`src/rtl/pwm_pkg.sv`:
```
package pwm_pkg;
  localparam int CODE_W = 8;
  localparam int VAL_W  = 16;

  localparam logic [CODE_W-1:0] CMD_HI_BASE    = 8'h10;
  localparam logic [CODE_W-1:0] CMD_LO_BASE    = 8'h11;
  localparam logic [CODE_W-1:0] CMD_BURST_BASE = 8'h14;
  localparam logic [CODE_W-1:0] CMD_ENABLE     = 8'h1F;

  typedef enum logic [1:0] {
    CH_IDLE,
    CH_HIGH,
    CH_LOW,
    CH_DONE
  } ch_state_t;

  typedef struct packed {
    logic [VAL_W-1:0] hi;
    logic [VAL_W-1:0] lo;
    logic [VAL_W-1:0] burst;
  } ch_cfg_t;
endpackage

```
`src/rtl/pwm_cmd_regs.sv`:
```
module pwm_cmd_regs
  import pwm_pkg::*;
#(
  parameter int NCH = 2
) (
  input  logic                clk,
  input  logic                rst_n,
  input  logic                cmd_valid,
  input  logic [CODE_W-1:0]   cmd_code,
  input  logic [VAL_W-1:0]    cmd_data,
  output ch_cfg_t [NCH-1:0]   cfg,
  output logic [NCH-1:0]      en_mask
);
  localparam int NHIT = 3 * NCH;

  logic [NHIT-1:0]  hit;
  logic             hit_en;
  logic             known;
  logic [VAL_W-1:0] clamped;

  // zero durations are stored as one unit
  assign clamped = (cmd_data == '0) ? VAL_W'(1) : cmd_data;
  assign hit_en  = cmd_valid && (cmd_code == CMD_ENABLE);

  for (genvar n = 0; n < NCH; n++) begin : g_ch
    localparam logic [CODE_W-1:0] HI_C = CMD_HI_BASE + CODE_W'(2 * n);
    localparam logic [CODE_W-1:0] LO_C = CMD_LO_BASE + CODE_W'(2 * n);
    localparam logic [CODE_W-1:0] BU_C = CMD_BURST_BASE + CODE_W'(n);

    logic [VAL_W-1:0] hi_q, lo_q, burst_q;

    assign hit[3*n]   = cmd_valid && (cmd_code == HI_C);
    assign hit[3*n+1] = cmd_valid && (cmd_code == LO_C);
    assign hit[3*n+2] = cmd_valid && (cmd_code == BU_C);

    always_ff @(posedge clk or negedge rst_n) begin
      if (!rst_n) begin
        hi_q    <= VAL_W'(1);
        lo_q    <= VAL_W'(1);
        burst_q <= '0;
      end else begin
        if (hit[3*n])   hi_q    <= clamped;
        if (hit[3*n+1]) lo_q    <= clamped;
        if (hit[3*n+2]) burst_q <= cmd_data;
      end
    end

    assign cfg[n] = '{hi: hi_q, lo: lo_q, burst: burst_q};

    // durations never hold zero
    a_r2_nonzero_time: assert property (@(posedge clk) disable iff (!rst_n)
      (hi_q != '0) && (lo_q != '0));
  end

  always_ff @(posedge clk or negedge rst_n) begin
    if (!rst_n)      en_mask <= '0;
    else if (hit_en) en_mask <= cmd_data[NCH-1:0];
  end

  assign known = (|hit) || hit_en;

  // unrecognised codes leave every register untouched
  a_r1_unknown_ignored: assert property (@(posedge clk) disable iff (!rst_n)
    (cmd_valid && !known) |=> ($stable(en_mask) && $stable(cfg)));
endmodule

```
`src/rtl/pwm_prescale.sv`:
```
module pwm_prescale #(
  parameter int DIV = 5000
) (
  input  logic clk,
  input  logic rst_n,
  input  logic run,
  output logic last
);
  localparam int CW = (DIV > 1) ? $clog2(DIV) : 1;
  localparam logic [CW-1:0] TOP = CW'(DIV - 1);

  logic [CW-1:0] cnt;

  always_ff @(posedge clk or negedge rst_n) begin
    if (!rst_n)          cnt <= '0;
    else if (!run)       cnt <= '0;
    else if (cnt == TOP) cnt <= '0;
    else                 cnt <= cnt + CW'(1);
  end

  assign last = run && (cnt == TOP);

  // count stays inside one unit
  a_r3_prescale_range: assert property (@(posedge clk) disable iff (!rst_n)
    cnt <= TOP);
  // a unit boundary restarts the count
  a_r3_prescale_wrap: assert property (@(posedge clk) disable iff (!rst_n)
    last |=> (cnt == '0));
endmodule

```
`src/rtl/pwm_channel.sv`:
```
module pwm_channel
  import pwm_pkg::*;
#(
  parameter int DIV = 5000
) (
  input  logic    clk,
  input  logic    rst_n,
  input  logic    en,
  input  ch_cfg_t cfg_in,
  output logic    out
);
  ch_state_t        state;
  logic [VAL_W-1:0] hi_l, lo_l, burst_l;
  logic [VAL_W-1:0] unit_cnt, done_cnt;
  logic             tick_last;
  logic             running;

  assign running = en && ((state == CH_HIGH) || (state == CH_LOW));

  pwm_prescale #(.DIV(DIV)) u_pre (
    .clk  (clk),
    .rst_n(rst_n),
    .run  (running),
    .last (tick_last)
  );

  always_ff @(posedge clk or negedge rst_n) begin
    if (!rst_n) begin
      state    <= CH_IDLE;
      hi_l     <= VAL_W'(1);
      lo_l     <= VAL_W'(1);
      burst_l  <= '0;
      unit_cnt <= '0;
      done_cnt <= '0;
    end else if (!en) begin
      state    <= CH_IDLE;
      unit_cnt <= '0;
      done_cnt <= '0;
    end else begin
      unique case (state)
        CH_IDLE: begin
          hi_l     <= cfg_in.hi;
          lo_l     <= cfg_in.lo;
          burst_l  <= cfg_in.burst;
          unit_cnt <= '0;
          done_cnt <= '0;
          state    <= CH_HIGH;
        end
        CH_HIGH: if (tick_last) begin
          if (unit_cnt == hi_l - VAL_W'(1)) begin
            unit_cnt <= '0;
            state    <= CH_LOW;
          end else begin
            unit_cnt <= unit_cnt + VAL_W'(1);
          end
        end
        CH_LOW: if (tick_last) begin
          if (unit_cnt == lo_l - VAL_W'(1)) begin
            unit_cnt <= '0;
            if (burst_l == '0) begin
              state <= CH_HIGH;
            end else begin
              done_cnt <= done_cnt + VAL_W'(1);
              state    <= (done_cnt + VAL_W'(1) == burst_l) ? CH_DONE : CH_HIGH;
            end
          end else begin
            unit_cnt <= unit_cnt + VAL_W'(1);
          end
        end
        default: state <= CH_DONE;
      endcase
    end
  end

  assign out = en && (state == CH_HIGH);

  // unit counter stays below the captured phase length
  a_r4_unit_bound: assert property (@(posedge clk) disable iff (!rst_n)
    ((state == CH_HIGH) |-> (unit_cnt < hi_l)) and ((state == CH_LOW) |-> (unit_cnt < lo_l)));
  // pairs produced never exceed a nonzero budget before finishing
  a_r5_burst_bound: assert property (@(posedge clk) disable iff (!rst_n)
    (burst_l != '0 && state != CH_DONE && state != CH_IDLE) |-> (done_cnt < burst_l));
  // a zero budget never finishes
  a_r6_no_finish: assert property (@(posedge clk) disable iff (!rst_n)
    (state != CH_IDLE && burst_l == '0) |-> (state != CH_DONE));
  // disabling clears the counters
  a_r7_disable_clears: assert property (@(posedge clk) disable iff (!rst_n)
    !en |=> (unit_cnt == '0 && done_cnt == '0 && state == CH_IDLE));
  // captured settings hold during a burst
  a_r8_capture_stable: assert property (@(posedge clk) disable iff (!rst_n)
    (en && state != CH_IDLE) |=> ($stable(hi_l) && $stable(lo_l) && $stable(burst_l)));
endmodule

```
`src/rtl/pwm_burst_gen.sv`:
```
module pwm_burst_gen
  import pwm_pkg::*;
#(
  parameter int NCH         = 2,
  parameter int TICK_CYCLES = 5000
) (
  input  logic              clk,
  input  logic              rst_n,
  input  logic              cmd_valid,
  output logic              cmd_ready,
  input  logic [CODE_W-1:0] cmd_code,
  input  logic [VAL_W-1:0]  cmd_data,
  output logic [NCH-1:0]    pwm_out
);
  ch_cfg_t [NCH-1:0] cfg;
  logic [NCH-1:0]    en_mask;

  assign cmd_ready = 1'b1;

  pwm_cmd_regs #(.NCH(NCH)) u_regs (
    .clk      (clk),
    .rst_n    (rst_n),
    .cmd_valid(cmd_valid),
    .cmd_code (cmd_code),
    .cmd_data (cmd_data),
    .cfg      (cfg),
    .en_mask  (en_mask)
  );

  for (genvar n = 0; n < NCH; n++) begin : g_chan
    pwm_channel #(.DIV(TICK_CYCLES)) u_ch (
      .clk   (clk),
      .rst_n (rst_n),
      .en    (en_mask[n]),
      .cfg_in(cfg[n]),
      .out   (pwm_out[n])
    );
  end
endmodule

```
`config.mk`:
```
export PLATFORM = sky130hd
export DESIGN_NAME = pwm_burst_gen
export DESIGN_NICKNAME = d
export VERILOG_FILES = /design/src/rtl/pwm_pkg.sv /design/src/rtl/pwm_cmd_regs.sv /design/src/rtl/pwm_prescale.sv /design/src/rtl/pwm_channel.sv /design/src/rtl/pwm_burst_gen.sv
export SDC_FILE = /design/constraint.sdc
export NUM_CORES = 1
export LEC_CHECK = 0
export ABC_AREA = 0
export ABC_CLOCK_PERIOD_IN_PS = 7400
export BUFFER_PORTS_ARGS = -buffer_cell sky130_fd_sc_hd__buf_2
export CAP_MARGIN = 5
export CORE_MARGIN = 5
export CORE_UTILIZATION = 64
export DETAILED_ROUTE_END_ITERATION = 12
export PLACE_DENSITY_LB_ADDON = 0.08
export SYNTH_ARGS = -nofsm -noshare
export SYNTH_HDL_FRONTEND = slang
export SYNTH_SLANG_ARGS = --single-unit
```
`constraint.sdc`:
```
create_clock -name clk -period 7.4 [get_ports clk]
set_input_delay 0.74 -clock clk [delete_from_list [all_inputs] [get_ports clk]]
set_output_delay 0.74 -clock clk [all_outputs]
set_load 0.005 [all_outputs]
```
# After elaboration in Yosys (flattened, before gate mapping)
# Index checks and enable logic that the tools add are counted.
# Widths: inputs -> output; s select.
[word_totals] ff_bits=288 in_bits=27 elab_cells=135
[classes] add_sub_neg=10 n_eq_ne=33 n_mux=43 reduce_logical=28
[op_table] operator="$mux 16" n=19
[op_table] operator="$eq 16x16->1" n=6
[op_table] operator="$pmux 16 s3" n=2
[op_table] operator="$add 16x1->16 const B" n=4
[op_table] operator="$pmux 16 s2" n=2
[op_table] operator="$sub 16x1->16 const B" n=4
[op_table] operator="$eq 8x5->1 const B" n=7
[op_table] operator="$mux 13" n=4
[op_table] operator="$logic_not 16->1" n=3
[op_table] operator="$mux 2" n=14
[op_table] operator="$add 13x1->13 const B" n=2
[op_table] operator="$eq 13x13->1 const B" n=2
[op_table] operator="$ne 3x3->1 const B" n=6
[op_table] operator="$reduce_and 4->1" n=4
[op_table] operator="$logic_and 1x1->1" n=13
[op_table] operator="$ne 3x2->1 const B" n=4
[op_table] operator="$pmux 2 s3" n=2
[op_table] operator="$ne 4x1->1 const B" n=2
[op_table] operator="$ne 3x1->1 const B" n=2
[op_table] operator="$reduce_and 3->1" n=2
[op_table] operator="$eq 2x1->1 const B" n=2
[op_table] operator="$eq 2x2->1 const B" n=2
[op_table] operator="$logic_not 2->1" n=2
[op_table] operator="$reduce_and 2->1" n=2
[op_table] operator="$logic_or 1x1->1" n=2

# Longest topological paths before layout
[logic_depth] ltp_word=8 ltp_mapped=12 mapped_depth_nobuf=10

# Hierarchy
# From an unflattened synthesis, not the netlist that was laid out.
[unflattened] hier_cells=1462 hier_area_um2=15837.7
[modules_own_cells] module="pwm_channel at g_chan[1].u_ch" instances=1 cells_each=559 area_each_um2=5436.5 seq_area_each_um2=2054.5
[modules_own_cells] module="pwm_channel at g_chan[0].u_ch" instances=1 cells_each=542 area_each_um2=5306.3 seq_area_each_um2=2054.5
[modules_own_cells] module="pwm_cmd_regs" instances=1 cells_each=233 area_each_um2=3837.4 seq_area_each_um2=2457.4
[modules_own_cells] module="pwm_prescale" instances=2 cells_each=63 area_each_um2=623.1 seq_area_each_um2=325.3
[modules_own_cells] module="pwm_burst_gen" instances=1 cells_each=2 area_each_um2=11.3 seq_area_each_um2=0.0

# Worst setup path after synthesis
# OpenSTA, ideal clock, no wires.
[synth_timing] path_kind="reg2reg" startpoint="register g_chan[1].u_ch.lo_l[1]" endpoint="register g_chan[1].u_ch.done_cnt[7]" setup_time_ns=0.126 t_arrival_ns=3.188 required_time_ns=7.274 path_slack_ns=4.086 stages_incl_launch_ff=13 n_path_buf=2 synth_period_minus_slack_ns=3.314 path_cell_list="dfrtp_1 -> inv_1 -> ha_1 -> or4b_1 -> or4_1 -> o211ai_1 -> nor2_1 -> a211o_1 -> or4_1 -> buf_2 -> buf_6 -> o211a_1 -> a221o_1"
[synth_between] elab_chain_len=4
[synth_lines] element="start: declaration" line="pwm_channel.sv:13" text="logic [VAL_W-1:0] hi_l, lo_l, burst_l;"
[synth_lines] element="start signal: assignment" line="pwm_channel.sv:43" text="lo_l <= cfg_in.lo;"
[synth_lines] element="$sub 16x1->16" line="pwm_channel.sv:58" text="if (unit_cnt == lo_l - VAL_W'(1)) begin"
[synth_lines] element="$eq 16x16->1" line="pwm_channel.sv:58"
[synth_lines] element="$ne 3x3->1 (no line)"
[synth_lines] element="$reduce_and 4->1 (no line)"
[synth_lines] element="end signal: assignment" line="pwm_channel.sv:63" text="done_cnt <= done_cnt + VAL_W'(1);"
[synth_lines] element="end: declaration" line="pwm_channel.sv:14" text="logic [VAL_W-1:0] unit_cnt, done_cnt;"
# No other way between the ends.
# A chain may end at the register's enable or synchronous reset.

# Worst setup path in the final report
[layout_timing] startpoint="register g_chan[1].u_ch.hi_l[1]" endpoint="register g_chan[1].u_ch.unit_cnt[9]"
[layout_between] elab_chain_len=6
[layout_lines] element="start: declaration" line="pwm_channel.sv:13"
[layout_lines] element="start signal: assignment" line="pwm_channel.sv:42" text="hi_l <= cfg_in.hi;"
[layout_lines] element="$sub 16x1->16" line="pwm_channel.sv:50" text="if (unit_cnt == hi_l - VAL_W'(1)) begin"
[layout_lines] element="$eq 16x16->1" line="pwm_channel.sv:50"
[layout_lines] element="$mux 16" line="pwm_channel.sv:50"
[layout_lines] element="$mux 16" line="pwm_channel.sv:49" text="CH_HIGH: if (tick_last) begin"
[layout_lines] element="$pmux 16 s3" line="pwm_channel.sv:40" text="unique case (state)"
[layout_lines] element="$mux 16" line="pwm_channel.sv:35" text="end else if (!en) begin"
[layout_lines] element="end signal: assignment" line="pwm_channel.sv:54" text="unit_cnt <= unit_cnt + VAL_W'(1);"
[layout_lines] element="end signal: assignment" line="pwm_channel.sv:67" text="unit_cnt <= unit_cnt + VAL_W'(1);"
[layout_lines] element="end: declaration" line="pwm_channel.sv:14"
# No other way between the ends. The select of a mux whose other input is x is not followed.

==> key figures <==
Clock network
  • Htree depth: 1
  • Clock sinks: 288
  • CTS Hold Bufs: 0
  • Post-cts sizing count: 0
  • Post-CTS setup buffers: 0
  • Longest Clk Path Bufs: 3
  • Total CTS buffers: 31
  • TritonCTS clock tree: built
  • Root Driver: clkbuf_16
  • Clock Pin Slew Worst Setup and Hold Paths: 0.06 ns
  • Worst-skew pair later-pin latency: 0.56 ns

Routing
  • Drt first pass iters: 5
  • WL final: 36500 um
  • Final ANT Viol Nets: 0
  • Via count: 11700
  • Drt initial violations: 1110
  • Drt drc: 0
  • Drt via density: 6.35
  • Avg WL per Cell: 19.8 um

STA
  • Worst-Margin Slew: 1.28 ns
  • RSZ-0062 raised after global routing: false
  • Slew HR: 0.132
  • Fin crit share: 0.570
  • Max Slew Vio Count: 0
  • Hold WS: 0.208 ns
  • Setup tns final: 0 ns
  • Final setup fails: 0
  • Final hold viol count: 0
  • Max Clk Rate: 0.237 GHz
  • Minimum clock period: 4.22 ns
  • Fin Clk Skew: 0.0159 ns

GRT
  • GRT Overall Usage: 0.258
  • Vias in the first global route: 11300
  • Global-route wire length before repair: 59800 um
  • Grt total ovfl: 0
  • Initial antenna violation count: 1
  • Largest net degree at the start of global routing: 169

Synthesis
  • Mapped cell area: 0.0158 mm2
  • Area leader, netlist: dfrtp_1
  • Yosys warnings: 0
  • Post-synth cell types: 77
  • Largest cells by area after synthesis: dfrtp_1 44%, mux2_2 14%, xnor2_1 4.4%, xor2_1 3.2%, nand2_1 2.9%
  • Seq/Total Area, Yosys: 0.457
  • Post-synth ARST share: 1.00
  • Primary FF master, synth: dfrtp_1
  • Cells after Synth: 1523
  • Post-synthesis register bit count: 288
  • Mean Syn Cell Area: 10.4 um2
  • Post-synth EDFFs: 0
  • Post-Synthesis Net Count: 1568
  • Top cell type's share of synthesized area: 0.444

Finish
  • Final core utilization: 0.702
  • Register Area: 0.00722 mm2
  • Footprint of the multi-input gates: 0.00806 mm2
  • FILL cells: 1815
  • Final #Nets: 1540
  • Ratio of cells with drive above 1 in the final layout: 0.205
  • Antenna Cells: 0
  • P&R area growth vs syn: 8.24%

Setup path
  • WP buf/inv: 1
  • Crit end category: flop
  • CP max-delay cell: nor4b_1
  • Worst setup SP type: flop
  • Worst EP required: 7.81 ns
  • Top delay family on crit path: simple AND/OR/NAND/NOR gates
  • Critical path fanouts, max: 15
  • Crit Path Category: flop to flop
  • Worst path most repeated cell: o311ai_0
  • WP data arrival: 4.63 ns
  • CP peak stage delay: 1.04 ns
  • Crit-path cells: inv_1 > ha_1 > nor4b_1 > nand2_1 > o311ai_0 > o22ai_1 > nor4_1 > nor2b_1 > o21ai_1 > o311ai_0

Power and ir drop
  • Clk pwr share: 0.351
  • Net switching fraction of the power: 0.310
  • Leakage power: 0.00786 uW
  • Sw power: 1440 uW
  • VDD IR-drop max: 0.000199 V
  • Power per Cell Area: 271 mW/mm2
  • Combinational Power Share: 0.255
  • Seq pwr share: 0.395
  • Int Power: 3200 uW

Floorplanning
  • IO Count: 30
  • Die area: 0.0279 mm2
  • Placement Rows: 57
  • Die W: 167 um
  • Die H: 167 um
  • Starting Density: 0.649
  • Core area: 0.0243 mm2

Status
  • Run status: finished clean

Hold path
  • Worst Hold Class: primary input to async pin

Placed design
  • HPWL Detailed: 24600 um
  • GPL Wtd Cong: 0.933
  • Port Buffer Count: 28

Flow run
  • Max-cap violations: 0
through the flow:
stage,area (um2),cells,setup WS (ns),total power (uW)
6_report,17100,1842,3.18,4640
5_1_grt,17100,1842,2.91,4860
4_1_cts,17100,1842,3.30,4660
3_5_place_dp,16000,1786,3.28,3030
3_3_place_gp,16000,1786,3.44,2990
2_1_floorplan,15800,1523,4.09,2750
registers in the layout, indices dropped and copies added, names as in the netlist, 4 cells and up:
signal	count
g_chan.u_ch.burst_l	32
g_chan.u_ch.hi_l	32
g_chan.u_ch.lo_l	32
g_chan.u_ch.done_cnt	32
g_chan.u_ch.state	4
g_chan.u_ch.u_pre.cnt	26
u_regs.g_ch.hi_q	32
g_chan.u_ch.unit_cnt	32
u_regs.g_ch.lo_q	32
u_regs.g_ch.burst_q	32
power groups by stage:
stage	Combinational (uW)	Sequential [uW]	Clock [uW]
after floorplan	954	1800	0
after global placement	1140	1850	0
after detailed placement	1170	1860	0
after CTS	1180	1830	1650
after global routing	1300	1850	1720
final	1180	1830	1630
cell families (layout without fill, tap and decap cells):
group | after synthesis | after routing | share of synthesized area
AO/OA/AOI/OAI | 235 | 235 | 0.108
XOR/XNOR | 136 | 136 | 0.0755
adder cells (fa/ha/maj) | 18 | 18 | 0.0143
buffers and inverters | 125 | 120 | 0.0327
flip-flops | 288 | 288 | 0.457
multiplexers | 201 | 201 | 0.143
other | 1 | 1 | 0.000238
AND/OR/NAND/NOR | 519 | 519 | 0.169
area by class of cell:
type / instances / share of cell area
Sequential cell: 288 / 0.422
Clock inverter: 13 / 0.0110
Timing Repair Buffer: 33 / 0.0117
Tap cell: 324 / 0.0237
Inverter: 31 / 0.00681
Multi-Input combinational cell: 1110 / 0.472
Clock buffer: 43 / 0.0527
synthesized netlist by cell type (all sizes together) (5+ instances only):
| cell type | count |
|---|---|
| clkbuf | 80 |
| nor2b | 14 |
| nor4 | 34 |
| ha | 18 |
| a31oi | 9 |
| or4b | 6 |
| or4 | 14 |
| and2 | 10 |
| a221o | 9 |
| o22ai | 5 |
| xnor2 | 79 |
| or2 | 14 |
| buf | 14 |
| nand2 | 123 |
| or3 | 12 |
| o211a | 9 |
| o31ai | 13 |
| nor2 | 101 |
| nor4b | 7 |
| nand2b | 14 |
| a21oi | 20 |
| nand3b | 7 |
| xor2 | 57 |
| o2111ai | 16 |
| inv | 31 |
| mux2i | 8 |
| nand3 | 67 |
| o311ai | 17 |
| nand4 | 24 |
| o221ai | 7 |
| o21ai | 57 |
| dfstp | 8 |
| nor3 | 39 |
| o211ai | 23 |
| o21a | 5 |
| nor3b | 5 |
| and3 | 20 |
| mux2 | 193 |
| dfrtp | 280 |
placed cells by master, fill, tap and decap left out, types with 5 or more instances in the layout:
master	n
o21ai_0	56
o311ai_0	13
dfstp_2	8
nand3_1	66
o211ai_1	23
nand4_1	24
o221ai_1	7
buf_2	27
o2111ai_1	16
nand2b_1	14
a21oi_1	20
xor2_1	57
o211a_1	9
or4_1	13
nor2b_1	14
mux2i_1	8
mux2_2	193
inv_1	31
a31oi_1	9
or3_1	12
o21a_1	5
nand3b_1	7
ha_1	18
dfrtp_1	280
nor4_1	33
and3_1	20
o22ai_1	5
o31ai_1	13
clkbuf_8	8
xnor2_1	79
a221o_1	9
nand2_1	121
nor3_1	39
nor2_1	101
and2_1	10
nor3b_1	5
or2_2	13
clkbuf_16	31
nor4b_1	7
path summary, 6_finish.rpt:
kind	slack (ns)	end	start	cells past startpoint
min in group clk	0.48	g_chan[1].u_ch.u_pre.cnt[0]	g_chan[1].u_ch.u_pre.cnt[0]	1
worst min-delay path	0.21	g_chan[0].u_ch.u_pre.cnt[11]	rst_n	1
worst max-delay path	3.18	g_chan[1].u_ch.unit_cnt[9]	g_chan[1].u_ch.hi_l[1]	10
worst max register to register	3.18	g_chan[1].u_ch.unit_cnt[9]	g_chan[1].u_ch.hi_l[1]	10
max in group asynchronous	5.80	g_chan[1].u_ch.done_cnt[1]	rst_n	2
worst min register to register	0.48	g_chan[1].u_ch.u_pre.cnt[0]	g_chan[1].u_ch.u_pre.cnt[0]	1
per-layer routing:
| layer | vias up | wire length, um | GRT usage | part of all wire |
|---|---|---|---|---|
| met5 | - | 13 | 0 | 0.00036 |
| met4 | 2 | 933 | 0.0687 | 0.026 |
| met3 | 77 | 1950 | 0.0424 | 0.054 |
| met2 | 336 | 17100 | 0.408 | 0.47 |
| met1 | 5779 | 16500 | 0.374 | 0.45 |
| li1 | 5504 | - | - | - |
No activity file was read; power rests on OpenSTA's default activity.
